$ cat config.mk
export PLATFORM = sky130hd
export DESIGN_NAME = lane_framer_top
export DESIGN_NICKNAME = d
export VERILOG_FILES = /design/src/rtl/lfr_pkg.sv /design/src/rtl/lfr_sync_fsm.sv /design/src/rtl/lfr_lane_cell.sv /design/src/rtl/lane_framer_top.sv
export SDC_FILE = /design/constraint.sdc
export NUM_CORES = 1
export LEC_CHECK = 0
export ABC_AREA = 1
export BUFFER_PORTS_ARGS = -buffer_cell sky130_fd_sc_hd__buf_4
export CORE_ASPECT_RATIO = 1.1
export CORE_UTILIZATION = 45
export CTS_CLUSTER_DIAMETER = 60
export DETAILED_ROUTE_END_ITERATION = 7
export GPL_TIMING_DRIVEN = 0
export PLACE_DENSITY = 0.74
export RECOVER_POWER = 25
export SYNTH_ARGS = -nofsm -noshare
export SYNTH_HDL_FRONTEND = slang
export SYNTH_SLANG_ARGS = --single-unit
$ cat constraint.sdc
create_clock -name clk -period 4.73 [get_ports clk]
set_input_delay 0.2365 -clock clk [delete_from_list [all_inputs] [get_ports clk]]
set_output_delay 0.2365 -clock clk [all_outputs]
set_load 0.01 [all_outputs]
$ cat src/rtl/lfr_pkg.sv
package lfr_pkg;

    localparam logic [7:0] K28_5_BYTE = 8'hBC;
    localparam logic [7:0] ALIGN_FILL = 8'h4A;
    localparam logic [7:0] IDLE_FILL  = 8'hB5;

    typedef enum logic [0:0] {
        ST_ALIGN = 1'b0,
        ST_RUN   = 1'b1
    } lfr_state_e;

    typedef enum logic [1:0] {
        WK_ALIGN = 2'd0,
        WK_IDLE  = 2'd1,
        WK_FORCE = 2'd2,
        WK_DATA  = 2'd3
    } lfr_kind_e;

endpackage

$ cat src/rtl/lfr_sync_fsm.sv
module lfr_sync_fsm
    import lfr_pkg::*;
(
    input  logic clk,
    input  logic rst_n,
    input  logic sync_req,
    output logic align_o
);

    lfr_state_e st_q;
    lfr_state_e st_d;

    always_comb begin
        st_d = st_q;
        unique case (st_q)
            ST_ALIGN: st_d = sync_req ? ST_ALIGN : ST_RUN;
            ST_RUN:   st_d = sync_req ? ST_ALIGN : ST_RUN;
            default:  st_d = ST_ALIGN;
        endcase
    end

    always_ff @(posedge clk) begin
        if (!rst_n) st_q <= ST_ALIGN;
        else        st_q <= st_d;
    end

    always_comb begin
        align_o = (st_d == ST_ALIGN);
    end

    // a sync command leaves the machine in the align state
    a_r5_enter_align: assert property (@(posedge clk) disable iff (!rst_n)
        sync_req |=> (st_q == ST_ALIGN));
    // a released command returns to traffic at once
    a_r6_leave_align: assert property (@(posedge clk) disable iff (!rst_n)
        !sync_req |=> (st_q == ST_RUN));

endmodule

$ cat src/rtl/lfr_lane_cell.sv
module lfr_lane_cell
    import lfr_pkg::*;
#(
    parameter int LANE_W = 16,
    parameter int CNT_W  = 8
) (
    input  logic                clk,
    input  logic                rst_n,
    input  logic                align_i,
    input  logic                valid_i,
    input  logic [LANE_W-1:0]   data_i,
    output logic [LANE_W-1:0]   word_o,
    output logic [LANE_W/8-1:0] k_o,
    output logic                drop_o
);

    localparam int BYTES = LANE_W / 8;
    localparam logic [CNT_W-1:0] CNT_MAX = {CNT_W{1'b1}};
    localparam logic [LANE_W-1:0] ALIGN_WORD = {{(BYTES-1){ALIGN_FILL}}, K28_5_BYTE};
    localparam logic [LANE_W-1:0] IDLE_WORD  = {{(BYTES-1){IDLE_FILL}}, K28_5_BYTE};
    localparam logic [BYTES-1:0]  COMMA_K    = {{(BYTES-1){1'b0}}, 1'b1};

    logic [CNT_W-1:0]  cnt_q;
    logic [CNT_W-1:0]  cnt_d;
    lfr_kind_e         kind;
    logic [LANE_W-1:0] word_d;
    logic [BYTES-1:0]  k_d;
    logic              drop_d;

    always_comb begin
        if (align_i)               kind = WK_ALIGN;
        else if (!valid_i)         kind = WK_IDLE;
        else if (cnt_q == CNT_MAX) kind = WK_FORCE;
        else                       kind = WK_DATA;
    end

    always_comb begin
        word_d = IDLE_WORD;
        k_d    = COMMA_K;
        drop_d = 1'b0;
        cnt_d  = '0;
        unique case (kind)
            WK_ALIGN: word_d = ALIGN_WORD;
            WK_IDLE:  word_d = IDLE_WORD;
            WK_FORCE: drop_d = 1'b1;
            WK_DATA: begin
                word_d = data_i;
                k_d    = '0;
                cnt_d  = cnt_q + 1'b1;
            end
            default: word_d = IDLE_WORD;
        endcase
    end

    always_ff @(posedge clk) begin
        if (!rst_n) begin
            cnt_q  <= '0;
            word_o <= ALIGN_WORD;
            k_o    <= COMMA_K;
            drop_o <= 1'b0;
        end else begin
            cnt_q  <= cnt_d;
            word_o <= word_d;
            k_o    <= k_d;
            drop_o <= drop_d;
        end
    end


    a_r5_align_word: assert property (@(posedge clk) disable iff (!rst_n)
        align_i |=> (word_o == ALIGN_WORD && k_o == COMMA_K && !drop_o));

    a_r4_idle_word: assert property (@(posedge clk) disable iff (!rst_n)
        (!align_i && !valid_i) |=> (word_o == IDLE_WORD && k_o == COMMA_K && !drop_o));

    a_r3_data_pass: assert property (@(posedge clk) disable iff (!rst_n)
        (!align_i && valid_i && cnt_q != CNT_MAX) |=> (word_o == $past(data_i) && k_o == '0));

    a_r7_forced_comma: assert property (@(posedge clk) disable iff (!rst_n)
        (!align_i && valid_i && cnt_q == CNT_MAX) |=> (drop_o && word_o == IDLE_WORD));

    a_r10_drop_is_comma: assert property (@(posedge clk) disable iff (!rst_n)
        drop_o |-> (word_o == IDLE_WORD && k_o == COMMA_K));

    a_r8_count_restart: assert property (@(posedge clk) disable iff (!rst_n)
        (k_o == COMMA_K) |-> (cnt_q == '0));

endmodule

$ cat src/rtl/lane_framer_top.sv
module lane_framer_top
    import lfr_pkg::*;
#(
    parameter int PORT_W = 32,
    parameter int LANE_W = 16,
    parameter int CNT_W  = 8
) (
    input  logic                       clk,
    input  logic                       rst_n,
    input  logic                       sync_req,
    input  logic                       p0_valid,
    input  logic [PORT_W-1:0]          p0_data,
    input  logic                       p1_valid,
    input  logic [PORT_W-1:0]          p1_data,
    output logic [2*PORT_W-1:0]        lane_data,
    output logic [2*PORT_W/8-1:0]      lane_k,
    output logic [2*PORT_W/LANE_W-1:0] lane_drop
);

    localparam int N_PORTS        = 2;
    localparam int LANES_PER_PORT = PORT_W / LANE_W;
    localparam int N_LANES        = N_PORTS * LANES_PER_PORT;
    localparam int BYTES          = LANE_W / 8;

    logic              align;
    logic [PORT_W-1:0] port_data  [N_PORTS];
    logic              port_valid [N_PORTS];

    assign port_data[0]  = p0_data;
    assign port_data[1]  = p1_data;
    assign port_valid[0] = p0_valid;
    assign port_valid[1] = p1_valid;

    lfr_sync_fsm u_fsm (
        .clk      (clk),
        .rst_n    (rst_n),
        .sync_req (sync_req),
        .align_o  (align)
    );

    for (genvar g = 0; g < N_LANES; g++) begin : g_lane
        localparam int PORT = g / LANES_PER_PORT;
        localparam int PART = g % LANES_PER_PORT;

        lfr_lane_cell #(
            .LANE_W (LANE_W),
            .CNT_W  (CNT_W)
        ) u_cell (
            .clk     (clk),
            .rst_n   (rst_n),
            .align_i (align),
            .valid_i (port_valid[PORT]),
            .data_i  (port_data[PORT][PART*LANE_W +: LANE_W]),
            .word_o  (lane_data[g*LANE_W +: LANE_W]),
            .k_o     (lane_k[g*BYTES +: BYTES]),
            .drop_o  (lane_drop[g])
        );
    end

    // no drop while the command holds
    a_r9_no_drop_in_sync: assert property (@(posedge clk) disable iff (!rst_n)
        sync_req |=> (lane_drop == '0));
    // first cycle after release carries port data
    a_r6_resume_data: assert property (@(posedge clk) disable iff (!rst_n)
        ($fell(sync_req) && p0_valid) |=> (lane_data[LANE_W-1:0] == $past(p0_data[LANE_W-1:0])));

endmodule

==> flow_metrics.tcl <==
set metrics [dict create \
    grt_use_met3 0.0423 \
    ys.warnings.count 0 \
    skew_ns 0.0114 \
    synthTopCellsByArea "dfxtp_1, nand2_1, nor2_1" \
    cts-resized-gates 0 \
    routedWlPerCell_um 10.7 \
    vdd_drop_max_uv 181 \
    syn_inst 471 \
    drc 0 \
    clk_latency_ns 0.37 \
    place_congestion 0.748 \
    drtAntennaViolNets 0 \
    crit_type "reg -> reg" \
    layout-drive-gt1-share 0.221 \
    die_h_um 98.2 \
    max_stage_delay_ns 0.39 \
    core_sq_mm 0.00804 \
    routed_via_density 4.44 \
    grt_pass1_wl_um 12800 \
    critPathRequiredTime_ns 5.01 \
    io_buffers 140 \
    synth_top_flop_cell "dfxtp_1" \
    start_kind "register" \
    synth.top_cell.area_share 0.550 \
    firstDrtPassIters 4 \
    hp-class "in -> reg" \
    cts_hold_buf 0 \
    crit_path_end_kind "register" \
    synth_area_sq_mm 0.00379 \
    ys_seq_area_frac 0.550 \
    slowest_stage "dfxtp_1" \
    setup_tns_ns 0 \
    synth-edff-count 0 \
    setup_viol 0 \
    postCtsSetupRepairBufs 0 \
    cts_tree "yes" \
    busiest_layer "met2" \
    powerDensity_mw_per_mm2 329 \
    p_sw_frac 0.259 \
    synth_cell_types 21 \
    synth_top_cell_by_area "dfxtp_1" \
    grt_max_degree 20 \
    groute.usage.overall 0.186 \
    vias 3278 \
    rows 34 \
    grt.overflow.total 0 \
    grt_pass1_vias 3074 \
    rsz0062_at_grt "false" \
    timing.final.hold_violations 0 \
    initialDrtViolationCount 47 \
    status "complete, no violations" \
    synth.most_common_cell "nand2_1" \
    leakage_nw 2.33 \
    p_comb_frac 0.110 \
    slew_violations 0 \
    cts_num_sinks 104 \
    area_delta_synth_final_pct 32.4 \
    path_buf_inv 4 \
    maxCapViolations 0 \
    numCtsBuffers 9 \
    routed_wl_um 7870 \
    ys_async_sr_fraction 0 \
    use_met1 0.199 \
    total_power_mw 1.65 \
    grt_use_met2 0.346 \
    start_util 0.471 \
    cts_root_buf "clkbuf_8" \
    fp.dieW_um 89.5 \
    clk_path_buf_depth 2 \
    crit_fanout 10 \
    yosys_register_bits 104 \
    p_int_mw 1.22 \
    path_cells "ha_1, nand3_1, nor2_1, nand3_1, nand2_1, inv_1, ha_1, buf_4, nand2_1, inv_1, buf_4, o21ai_1, a21oi_1" \
    synthTopCellsByCount "nand2_1, dfxtp_1, nor2_1" \
    crit_family "simple AND/OR/NAND/NOR gates" \
    antennaDiodeCount 0 \
    nets 713 \
    p_seq_frac 0.561 \
    arrival_ns 2.51 \
    max_freq_mhz 448 \
    syn_area_per_cell_sq_um 8.04 \
    period_share 0.472 \
    hpwl_um 6070 \
    period_needed_ns 2.23 \
    htreeDepth 3 \
    pwr-share-clk 0.329 \
    die-area_sq_mm 0.00879 \
    antenna_found_initial 0 \
    switchingPower_mw 0.427 \
    clkSlewWorstSetupHoldPaths_ns 0.11 \
    io_pins 145 \
]
## worst reg2reg max path: cells and delay by family (launching register included)
kind	cells	cell delay, ns
AOI/OAI and AO/OA	2	0.13
adders and majority gates	2	0.39
buffers and inverters	4	0.50
DFF	1	0.39
and+or+nand+nor	5	0.73
## sequential cells by signal (all words and copies together), names as in the netlist
signal,count
g_lane.u_cell.word_o,64
g_lane.u_cell.cnt_q,32
g_lane.u_cell.drop_o,4
g_lane.u_cell.k_o,4
## area by class of cell
type	instances	area (sq um)
Buffer	16	110
Clock buffer	10	138
Clock inverter	6	58.8
Fill cell	749	3020
Inverter	49	184
Multi-Input combinational cell	305	1420
Sequential cell	104	2080
Tap cell	108	135
Timing Repair Buffer	140	886
## path summary, 6_finish.rpt
path	from	to	slack, ns	depth (start not counted)
max	g_lane[1].u_cell.cnt_q[0]	g_lane[1].u_cell.cnt_q[4]	2.50	13
min	p0_data[31]	g_lane[1].u_cell.word_o[15]	0.05	3
max reg2reg	g_lane[1].u_cell.cnt_q[0]	g_lane[1].u_cell.cnt_q[4]	2.50	13
min reg2reg	g_lane[2].u_cell.cnt_q[0]	g_lane[2].u_cell.cnt_q[0]	0.47	1
## cells in the final DEF (no fill, tap or decap), drive strengths merged
master,Yosys,final
clkbuf,0,54
xnor2,1,1
clkinvlp,0,1
nand3,15,15
inv,49,52
dfxtp,104,104
nand2,150,150
conb,1,4
clkinv,0,2
nand3b,1,1
o21ai,14,14
nor2,78,78
ha,19,19
buf,16,112
nor3,4,4
or2,1,1
a21oi,18,18
## logic make-up after synthesis
| logic type | Yosys count | share of synthesized area |
|---|---|---|
| AO/OA/AOI/OAI | 32 | 0.0423 |
| other | 1 | 0.000990 |
| AND/OR/NAND/NOR | 249 | 0.265 |
| flip-flops | 104 | 0.550 |
| adder cells (fa/ha/maj) | 19 | 0.0627 |
| XOR/XNOR | 1 | 0.00231 |
| buffers and inverters | 65 | 0.0776 |
## stage by stage
step           std cells  utilization  hold slack (ns)  instance area (sq um)  setup slack, ns
6_report             738        0.624           0.0463                   5020             2.50
5_1_grt              738        0.624           0.0343                   5020             2.24
4_1_cts              738        0.645           0.0321                   5180             2.48
3_5_place_dp         722        0.620            0.431                   4990             2.49
3_3_place_gp         722        0.620            0.423                   4990             2.55
2_1_floorplan        474            -            0.340                   3800             2.79
## power groups by stage
stage	Combinational (mW)	Sequential [mW]	Clock (mW)
floorplan	0.0638	0.965	0
global placement	0.197	0.945	0
detailed placement	0.201	0.946	0
CTS	0.201	0.926	0.558
global route	0.203	0.929	0.588
finish	0.181	0.925	0.543
## layer usage
| layer | vias up | part of all wire | wire length [um] |
|---|---|---|---|
| met5 | - | 0 | 0 |
| li1 | 1721 | - | - |
| met2 | 96 | 0.51 | 4040 |
| met1 | 1450 | 0.41 | 3250 |
| met3 | 11 | 0.058 | 453 |
| met4 | 0 | 0.016 | 127 |
(Power assumes the default switching activity.)
